`src/rtl/usb_irq_pkg.sv`:
```
package usb_irq_pkg;

  typedef enum logic {
    OP_READ_STATUS = 1'b0,
    OP_EP_ACK      = 1'b1
  } cmd_op_e;

  typedef enum logic [1:0] {
    RS_IDLE  = 2'd0,
    RS_BYTEA = 2'd1,
    RS_BYTEB = 2'd2
  } rd_state_e;

  localparam int BYTE_W       = 8;
  localparam int BIT_BUSRST   = 6;
  localparam int BIT_SUSPCHG  = 7;
  localparam int BIT_DMA      = 0;

endpackage

```
`src/rtl/usb_irq_suspend_det.sv`:
```
module usb_irq_suspend_det #(
  parameter int MISS_LIMIT = 3
) (
  input  logic clk,
  input  logic rst_n,
  input  logic bus_reset,
  input  logic sof,
  input  logic frame_tick,
  output logic suspended,
  output logic susp_event
);
  localparam int CNT_W = $clog2(MISS_LIMIT + 1);
  localparam logic [CNT_W-1:0] LAST = CNT_W'(MISS_LIMIT - 1);

  logic [CNT_W-1:0] miss_cnt;
  logic             susp_q;
  logic             go_sleep;
  logic             go_wake;

  assign go_sleep = frame_tick && !sof && !susp_q && (miss_cnt == LAST);
  assign go_wake  = sof && susp_q;

  always_ff @(posedge clk or negedge rst_n) begin
    if (!rst_n) begin
      miss_cnt <= '0;
      susp_q   <= 1'b0;
    end else if (bus_reset) begin
      miss_cnt <= '0;
      susp_q   <= 1'b0;
    end else if (sof) begin
      miss_cnt <= '0;
      susp_q   <= 1'b0;
    end else if (frame_tick && !susp_q) begin
      if (go_sleep) begin
        miss_cnt <= '0;
        susp_q   <= 1'b1;
      end else begin
        miss_cnt <= miss_cnt + 1'b1;
      end
    end
  end

  assign suspended  = susp_q;
  assign susp_event = !bus_reset && (go_sleep || go_wake);

endmodule

```
`src/rtl/usb_irq_flags.sv`:
```
module usb_irq_flags #(
  parameter int NUM_EP   = 6,
  parameter int EP_IDX_W = 3
) (
  input  logic                clk,
  input  logic                rst_n,
  input  logic [NUM_EP-1:0]   ep_done,
  input  logic                ep_clr,
  input  logic [EP_IDX_W-1:0] ep_clr_idx,
  input  logic                bus_reset,
  input  logic                susp_event,
  input  logic                dma_eot,
  input  logic                clr_byte_a,
  input  logic                clr_byte_b,
  output logic [NUM_EP-1:0]   ep_flags,
  output logic                busrst_flag,
  output logic                suspchg_flag,
  output logic                dma_flag
);

  for (genvar g = 0; g < NUM_EP; g++) begin : g_ep
    logic hit;
    assign hit = ep_clr && (ep_clr_idx == EP_IDX_W'(g));
    always_ff @(posedge clk or negedge rst_n) begin
      if (!rst_n)          ep_flags[g] <= 1'b0;
      else if (ep_done[g]) ep_flags[g] <= 1'b1;
      else if (bus_reset)  ep_flags[g] <= 1'b0;
      else if (hit)        ep_flags[g] <= 1'b0;
    end
  end

  always_ff @(posedge clk or negedge rst_n) begin
    if (!rst_n) begin
      busrst_flag  <= 1'b0;
      suspchg_flag <= 1'b0;
      dma_flag     <= 1'b0;
    end else begin
      if (bus_reset)       busrst_flag <= 1'b1;
      else if (clr_byte_a) busrst_flag <= 1'b0;

      if (susp_event)      suspchg_flag <= 1'b1;
      else if (bus_reset)  suspchg_flag <= 1'b0;
      else if (clr_byte_a) suspchg_flag <= 1'b0;

      if (dma_eot)         dma_flag <= 1'b1;
      else if (bus_reset)  dma_flag <= 1'b0;
      else if (clr_byte_b) dma_flag <= 1'b0;
    end
  end

endmodule

```
`src/rtl/usb_irq_rd_seq.sv`:
```
module usb_irq_rd_seq
  import usb_irq_pkg::*;
#(
  parameter int EP_IDX_W = 3
) (
  input  logic                clk,
  input  logic                rst_n,
  input  logic                cmd_valid,
  output logic                cmd_ready,
  input  logic                cmd_op,
  input  logic [EP_IDX_W-1:0] cmd_ep,
  output logic                rsp_valid,
  input  logic                rsp_ready,
  output logic                rsp_last,
  output logic                clr_byte_a,
  output logic                clr_byte_b,
  output logic                ep_clr,
  output logic [EP_IDX_W-1:0] ep_clr_idx
);
  rd_state_e state, state_nx;
  logic      cmd_fire;
  cmd_op_e   op;

  assign op        = cmd_op_e'(cmd_op);
  assign cmd_ready = (state == RS_IDLE);
  assign cmd_fire  = cmd_valid && cmd_ready;
  assign rsp_valid = (state == RS_BYTEA) || (state == RS_BYTEB);
  assign rsp_last  = (state == RS_BYTEB);

  assign clr_byte_a = (state == RS_BYTEA) && rsp_ready;
  assign clr_byte_b = (state == RS_BYTEB) && rsp_ready;
  assign ep_clr     = cmd_fire && (op == OP_EP_ACK);
  assign ep_clr_idx = cmd_ep;

  always_comb begin
    state_nx = state;
    unique case (state)
      RS_IDLE:  if (cmd_fire && op == OP_READ_STATUS) state_nx = RS_BYTEA;
      RS_BYTEA: if (rsp_ready) state_nx = RS_BYTEB;
      RS_BYTEB: if (rsp_ready) state_nx = RS_IDLE;
      default:  state_nx = RS_IDLE;
    endcase
  end

  always_ff @(posedge clk or negedge rst_n) begin
    if (!rst_n) state <= RS_IDLE;
    else        state <= state_nx;
  end

endmodule

```
`src/rtl/usb_irq_status.sv`:
```
module usb_irq_status
  import usb_irq_pkg::*;
#(
  parameter int NUM_EP     = 6,
  parameter int MISS_LIMIT = 3,
  parameter int EP_IDX_W   = (NUM_EP > 1) ? $clog2(NUM_EP + 1) : 1
) (
  input  logic                clk,
  input  logic                rst_n,
  input  logic [NUM_EP-1:0]   ep_done,
  input  logic                sof_pulse,
  input  logic                frame_tick,
  input  logic                bus_reset_det,
  input  logic                dma_eot,
  input  logic                cmd_valid,
  output logic                cmd_ready,
  input  logic                cmd_op,
  input  logic [EP_IDX_W-1:0] cmd_ep,
  output logic                rsp_valid,
  input  logic                rsp_ready,
  output logic                rsp_last,
  output logic [7:0]          rsp_data,
  output logic                irq_n,
  output logic                suspended,
  output logic                addr_clear
);
  logic [NUM_EP-1:0]   ep_flags;
  logic                busrst_flag, suspchg_flag, dma_flag;
  logic                susp_event;
  logic                clr_byte_a, clr_byte_b;
  logic                ep_clr;
  logic [EP_IDX_W-1:0] ep_clr_idx;
  logic [BYTE_W-1:0]   byte_a, byte_b;

  usb_irq_suspend_det #(.MISS_LIMIT(MISS_LIMIT)) u_susp (
    .clk        (clk),
    .rst_n      (rst_n),
    .bus_reset  (bus_reset_det),
    .sof        (sof_pulse),
    .frame_tick (frame_tick),
    .suspended  (suspended),
    .susp_event (susp_event)
  );

  usb_irq_rd_seq #(.EP_IDX_W(EP_IDX_W)) u_seq (
    .clk        (clk),
    .rst_n      (rst_n),
    .cmd_valid  (cmd_valid),
    .cmd_ready  (cmd_ready),
    .cmd_op     (cmd_op),
    .cmd_ep     (cmd_ep),
    .rsp_valid  (rsp_valid),
    .rsp_ready  (rsp_ready),
    .rsp_last   (rsp_last),
    .clr_byte_a (clr_byte_a),
    .clr_byte_b (clr_byte_b),
    .ep_clr     (ep_clr),
    .ep_clr_idx (ep_clr_idx)
  );

  usb_irq_flags #(.NUM_EP(NUM_EP), .EP_IDX_W(EP_IDX_W)) u_flags (
    .clk          (clk),
    .rst_n        (rst_n),
    .ep_done      (ep_done),
    .ep_clr       (ep_clr),
    .ep_clr_idx   (ep_clr_idx),
    .bus_reset    (bus_reset_det),
    .susp_event   (susp_event),
    .dma_eot      (dma_eot),
    .clr_byte_a   (clr_byte_a),
    .clr_byte_b   (clr_byte_b),
    .ep_flags     (ep_flags),
    .busrst_flag  (busrst_flag),
    .suspchg_flag (suspchg_flag),
    .dma_flag     (dma_flag)
  );

  always_comb begin
    byte_a = '0;
    byte_a[NUM_EP-1:0]  = ep_flags;
    byte_a[BIT_BUSRST]  = busrst_flag;
    byte_a[BIT_SUSPCHG] = suspchg_flag;
    byte_b = '0;
    byte_b[BIT_DMA]     = dma_flag;
  end

  assign rsp_data = rsp_last ? byte_b : byte_a;
  assign irq_n    = !((|byte_a) || (|byte_b));

  always_ff @(posedge clk or negedge rst_n) begin
    if (!rst_n) addr_clear <= 1'b0;
    else        addr_clear <= bus_reset_det;
  end

endmodule

```
`config.mk`:
```
export PLATFORM = sky130hd
export DESIGN_NAME = usb_irq_status
export DESIGN_NICKNAME = d
export VERILOG_FILES = /design/src/rtl/usb_irq_pkg.sv /design/src/rtl/usb_irq_suspend_det.sv /design/src/rtl/usb_irq_flags.sv /design/src/rtl/usb_irq_rd_seq.sv /design/src/rtl/usb_irq_status.sv
export SDC_FILE = /design/constraint.sdc
export NUM_CORES = 1
export LEC_CHECK = 0
export BUFFER_PORTS_ARGS = -buffer_cell sky130_fd_sc_hd__buf_2
export CAP_MARGIN = 5
export CORE_AREA = 2 2 56 58
export CTS_CLUSTER_DIAMETER = 50
export DETAILED_ROUTE_END_ITERATION = 10
export DIE_AREA = 0 0 58 60
export MAX_ROUTING_LAYER = met4
export PLACE_DENSITY = 0.49
export SYNTH_ARGS = -nofsm -noshare
export SYNTH_HDL_FRONTEND = slang
export SYNTH_SLANG_ARGS = --single-unit
```
`constraint.sdc`:
```
create_clock -name clk -period 1.75 [get_ports clk]
set_input_delay 0.2625 -clock clk [delete_from_list [all_inputs] [get_ports clk]]
set_output_delay 0.2625 -clock clk [all_outputs]
set_load 0.03 [all_outputs]
```
# After elaboration in Yosys (flattened, before gate mapping)

Cells that the tools add are included.

Bits in registers: 15
Input port bits: 18
Output and inout bits: 14
Word-level logic and storage cells: 104

Add/subtract/negate cells: 1
Eq/ne operators: 11
Multiplexer cells: 38
Bitwise gates (word level): 1
Reductions and logical operators: 40

Operator list:

| kind                | number |
|---|---|
| $reduce_bool 3->1   | 10 |
| $mux 1              | 29 |
| $logic_and 1x1->1   | 17 |
| $mux 2              | 7 |
| $mux 8              | 1 |
| $reduce_or 8->1     | 1 |
| $eq 3x2->1 const B  | 2 |
| $eq 3x3->1 const B  | 2 |
| $ne 2x2->1 const B  | 3 |
| $pmux 2 s3          | 1 |
| $eq 2x2->1 const B  | 2 |
| $logic_not 1->1     | 4 |
| $eq 3x1->1 const B  | 1 |
| $logic_not 3->1     | 1 |
| $logic_or 1x1->1    | 3 |
| $reduce_and 3->1    | 1 |
| $add 2x1->2 const B | 1 |
| $eq 2x1->1 const B  | 1 |
| $logic_not 2->1     | 1 |
| $reduce_and 2->1    | 1 |
| $reduce_bool 2->1   | 1 |
| $not 1->1           | 1 |

# Longest topological paths before layout

Depth in word-level cells: 8
Mapped depth: 6
Depth with buffers taken out: 5

# By module

A second synthesis with hierarchy kept.

Cells, all modules: 76
Area, all modules: 858.3 um2

Modules (own cells, without submodules):

| module              | times used | cells an instance | area an instance (um2) | sequential area each (um2) |
|---|---|---|---|---|
| usb_irq_flags       | 1          | 28                | 374.1                  | 225.2 |
| usb_irq_rd_seq      | 1          | 20                | 210.2                  | 50.0 |
| usb_irq_suspend_det | 1          | 16                | 163.9                  | 75.1 |
| usb_irq_status      | 1          | 12                | 110.1                  | 25.0 |

# Worst setup path before layout

Ideal clock, no wire load.

Path kind: flip-flop to output port
Start: reg u_flags.ep_flags[1]
End: out irq_n
Arrival: 1.595 ns
Data required time: 1.487 ns
Path slack: -0.108 ns
Cell stages (with the launch flop): 4
Buffers on the path: 0
Cells stage by stage: dfrtp_1 nor4_1 nand2_1 nor4_1

Cells in the longest elaborated chain, start to end: 3

Ends and longest elaborated chain:

| what                              | RTL line             | source |
|---|---|---|
| from (decl)                       | usb_irq_flags.sv:15  | `output logic [NUM_EP-1:0] ep_flags,` |
| from (signal, indexed assignment) | usb_irq_flags.sv:25  | `if (!rst_n) ep_flags[g] <= 1'b0;` |
| from (signal, indexed assignment) | usb_irq_flags.sv:26  | `else if (ep_done[g]) ep_flags[g] <= 1'b1;` |
| from (signal, indexed assignment) | usb_irq_flags.sv:27  | `else if (bus_reset) ep_flags[g] <= 1'b0;` |
| $reduce_or 8->1                   | usb_irq_status.sv:88 | `assign irq_n = !((\|byte_a) \|\| (\|byte_b));` |
| $logic_or 1x1->1                  | usb_irq_status.sv:88 |  |
| $logic_not 1->1                   | usb_irq_status.sv:88 |  |
| to (decl)                         | usb_irq_status.sv:23 | `output logic irq_n,` |

Every way passes these cells.

# Final worst setup path

Start: reg u_flags.suspchg_flag
End: out irq_n

Cells in the longest elaborated chain, start to end: 3

Ends and longest elaborated chain:

| what                   | RTL line             | source |
|---|---|---|
| from (decl)            | usb_irq_flags.sv:17  | `output logic suspchg_flag,` |
| from (signal assigned) | usb_irq_flags.sv:35  | `suspchg_flag <= 1'b0;` |
| from (signal assigned) | usb_irq_flags.sv:41  | `if (susp_event) suspchg_flag <= 1'b1;` |
| from (signal assigned) | usb_irq_flags.sv:42  | `else if (bus_reset) suspchg_flag <= 1'b0;` |
| $reduce_or 8->1        | usb_irq_status.sv:88 |  |
| $logic_or 1x1->1       | usb_irq_status.sv:88 |  |
| $logic_not 1->1        | usb_irq_status.sv:88 |  |

Every way passes these cells.

==> results.md <==
- Of the cells placed in the final design, the portion with a size suffix greater than 1 is 0.443.
- For this configuration, the core starts out at a cell density of 0.285.
- The final worst setup slack is roughly 0.061 ns.
- The worst clock skew is around 0.0042 ns.
- The critical path capture point type is an output pin.
- The violation count after the first detailed-route iteration is 7.
- The post-detailed-route wirelength per cell is around 12 um.
- Synthesis handed over a netlist of between 80 and 90 instances.
- In the finished design, the share of the clock period the worst path needs comes to 0.965.
- The flow ran to the end, and the final reports show no timing, DRC or antenna violations.
- The floorplan has 20 rows.
- The region available for standard cell placement spans between 2000 and 3000 um2.
- For this run, the share of the core covered by cells in the final layout is 0.389.
- The boundary pin count is 32.
- Along the worst path, the maximum fanout reaches 3.
- The initial antenna violation count was 0.
- At the placement stage, the worst setup path has a slack of between 0.005 and 0.006 ns.
- For the pin with the worst max-slew slack, the measured transition is roughly 0.34 ns.
- The number of antenna repair diodes is 0.
- CTS built an H-tree with a depth of 1.
- Entering global routing, the biggest net connects 16 pins.
- Across all register-to-register paths, the minimum setup slack is 0.14 ns.
- The relative area change from synthesis to final layout is 36.4%.
- The number of hold violations in the final report is 0.
- The register area share after synthesis is 0.453.
- In the layout the commonest cells are sky130_fd_sc_hd__buf_2 (29), sky130_fd_sc_hd__dfrtp_1 (15), sky130_fd_sc_hd__a21oi_1 (9), sky130_fd_sc_hd__nor2_1 (8), sky130_fd_sc_hd__and2b_2 (7).
- The most common cell after layout, fill and taps aside is sky130_fd_sc_hd__buf_2.
- For this design the ratio of total power to cell area is roughly 1300 nW/um2.
- Walking the worst path, the cells encountered are nor4_2 -> nand2_1 -> nor4_2 -> buf_4.
- Synthesis instantiated 22 different standard cells from the library.
- No sink is reached through more buffers than the 2 on the longest clock path.
- The CTS tree is yes.
- The total overflow left after global routing is 0.
- Across the run, the number of max-cap violations was 0.
- The highest-delay cell along the critical path is sky130_fd_sc_hd__dfrtp_1.
- At the worst endpoint, the required time is roughly 1.5 ns.
- Measured in cells, the most critical reg-to-reg path has a length of 6.
- Once detail routing completed, the nets flagged for antenna violations numbered 0.
- The number of pins with negative max-slew slack in the final report is 0.
- The width of the die is between 50 and 60 um.
- Following the worst setup path forward leads to its endpoint at irq_n.
- The clock reaches the later pin of the worst-skew pair after between 0.2 and 0.3 ns.
- The global-route usage over all layers is 0.120.
- The worst slew margin relative to its limit is 0.774.
- The CTS sink count is 15.
- The number of fillers in the final layout is 316.
- The reg-to-reg critical path startpoint is u_seq.state[1]$_DFFE_PN0P_.
- After clock tree synthesis, the clock-pin slew on the worst setup and hold paths is 0.09 ns.
- At the end of the flow, the number of nets in the layout was around 150.
- In this run, synthesis produced a sequential element count of 15.
- STA classifies the critical path startpoint as a flop.
- The kind of path behind the tightest hold check is primary input to flop.
- Counting both buffers and inverters, the worst setup path holds a total of 1.
- The final critical path time including I/O delays and setup is 1.69 ns.
- The analysis attributes to cell leakage a power of between 0.5 and 0.6 nW.
- Broken down by cell family, the worst path's largest delay share belongs to simple AND/OR/NAND/NOR gates.
- The end of the worst register-to-register path is u_seq.state[0]$_DFFE_PN0P_.
- The combined area of all synthesized cells is roughly 830 um2.
- The synthesized net count is around 110.
- At the worst endpoint, the arrival time is between 1 and 1.5 ns.
- For this run, the slowest stage of the critical path takes 0.42 ns.
- Detailed placement finished with a half-perimeter wire length of roughly 1500 um.
- Buffers placed on the I/O ports in this run total 31.
- The path length in cells of the critical path is 4.
- The floorplan step set the die height to 60 um.
- The placer congestion estimate is 0.798.
- The synthesized area divided by synthesized cell count is 10.1 um2.
- The global-route wire length before repair is between 3000 and 4000 um.
- The area of the die is between 3000 and 4000 um2.
- The detailed-route DRC error count is 0.
- The via count of the first global-routing pass is around 680.
- The achievable clock frequency is roughly 600 MHz.
- The critical path startpoint is u_flags.suspchg_flag$_DFFE_PN0P_.
- For this run, the number of Yosys warnings is 0.
- The first-pass iteration count of the detailed router is 3.
- The ratio of routed vias to standard cells is between 4 and 5.
- Setup repair after global routing could not meet its margin everywhere.
- The routed wire length is ~1900 um.
- The startpoint-to-endpoint class of the critical path is flop to output pin.
- Clock tree synthesis inserted a total of 3 buffers.
- The root cell of the clock tree is sky130_fd_sc_hd__clkbuf_4.
- In this design, the critical path's most frequently occurring cell is sky130_fd_sc_hd__nor4_2.
- The via count of the routed design is roughly 720.
- Setup violations remaining at the end of the flow were counted as 0.
- Across the VDD grid, the largest voltage drop is approximately 0.0011 V.
[registers in the layout (all words and copies together), names as in the netlist]
| signal | flops |
|---|---|
| u_flags.ep_flags | 6 |
| u_seq.state | 2 |
| u_susp.miss_cnt | 2 |
| addr_clear | 1 |
| u_flags.busrst_flag | 1 |
| u_flags.dma_flag | 1 |
| u_flags.suspchg_flag | 1 |
| u_susp.suspended | 1 |
[worst reg2reg max path, cell delays in order, from the launching register on]
cell	delay, ns
sky130_fd_sc_hd__dfrtp_1	0.43
sky130_fd_sc_hd__ha_4	0.19
sky130_fd_sc_hd__buf_12	0.13
sky130_fd_sc_hd__buf_4	0.14
sky130_fd_sc_hd__nor2_4	0.09
sky130_fd_sc_hd__a2bb2oi_2	0.18
sky130_fd_sc_hd__mux2_1	0.35
[routing by layer]
metal	global-route usage	up-vias	share of wire
met2	0.183	12	0.48
met5	-	-	0
met4	0.0399	0	0.0081
li1	-	371	-
met3	0.0433	2	0.040
met1	0.149	333	0.48
[cell type report]
type | instances | area [um2] | share of cell area
repair buffers | 37 | 220 | 0.195
clock buffers | 4 | 26.3 | 0.0233
inverters | 4 | 15.0 | 0.0133
well taps | 33 | 41.3 | 0.0365
flip-flops and latches | 15 | 375 | 0.332
multi-input cells | 62 | 452 | 0.400
[cell usage after synthesis, drive strengths merged]
library cell,instances,share of area
nor2,9,0.050
buf,1,0.014
nor4bb,1,0.012
a21oi,9,0.054
ha,5,0.076
nand2,6,0.027
nor3,6,0.036
nand4,2,0.015
a31oi,1,0.0076
mux2,3,0.041
inv,4,0.018
a2bb2oi,1,0.018
a22oi,1,0.0091
nand4b,1,0.011
and2b,7,0.074
nor4,4,0.030
dfrtp,15,0.45
nor4b,2,0.021
a31o,1,0.011
nand2b,3,0.023
[cell families after synthesis]
family / Yosys count / share of synthesized area
muxes: 3 / 0.0408
adders and majority gates: 5 / 0.0755
DFF: 15 / 0.453
and+or+nand+nor: 41 / 0.299
AOI/OAI and AO/OA: 13 / 0.0997
buffers and inverters: 5 / 0.0317
[worst min-delay path by stage]
| stage | startpoint | slack [ns] | to | cells past startpoint |
|---|---|---|---|---|
| global route | bus_reset_det | 0.15 | addr_clear$_DFF_PN0_ | 1 |
| global placement | rst_n | 0.20 | u_flags.ep_flags[4]$_DFFE_PN0P_ | 1 |
| floorplan | rst_n | -0.03 | addr_clear$_DFF_PN0_ | 0 |
| CTS | bus_reset_det | 0.15 | addr_clear$_DFF_PN0_ | 1 |
| detailed placement | rst_n | 0.19 | u_flags.ep_flags[4]$_DFFE_PN0P_ | 1 |
| finish | bus_reset_det | 0.16 | addr_clear$_DFF_PN0_ | 1 |
[power by group]
group	switching (mW)	internal, mW
sequential	0.0392	0.391
combinational	0.459	0.347
clock	0.105	0.0882
total	0.602	0.826
[through the flow]
step	TNS (ns)	cells	power, mW	hold WS (ns)	area [um2]
after global routing	-0.0827	155	1.52	0.147	1130
after floorplan	0	82	0.967	-0.0331	835
after global placement	0	146	1.12	0.202	1030
after CTS	0	154	1.43	0.151	1110
after detailed placement	0	146	1.13	0.194	1030
final	0	155	1.43	0.163	1130
[what timing repair did]
action	CTS	global route
setup buffers	3	1
setup endpoints to repair	10	6
resized for setup	3	5
hold buffers	1	0
hold endpoints to repair	15	0
pin swaps	0	2
(Power assumes the default switching activity.)
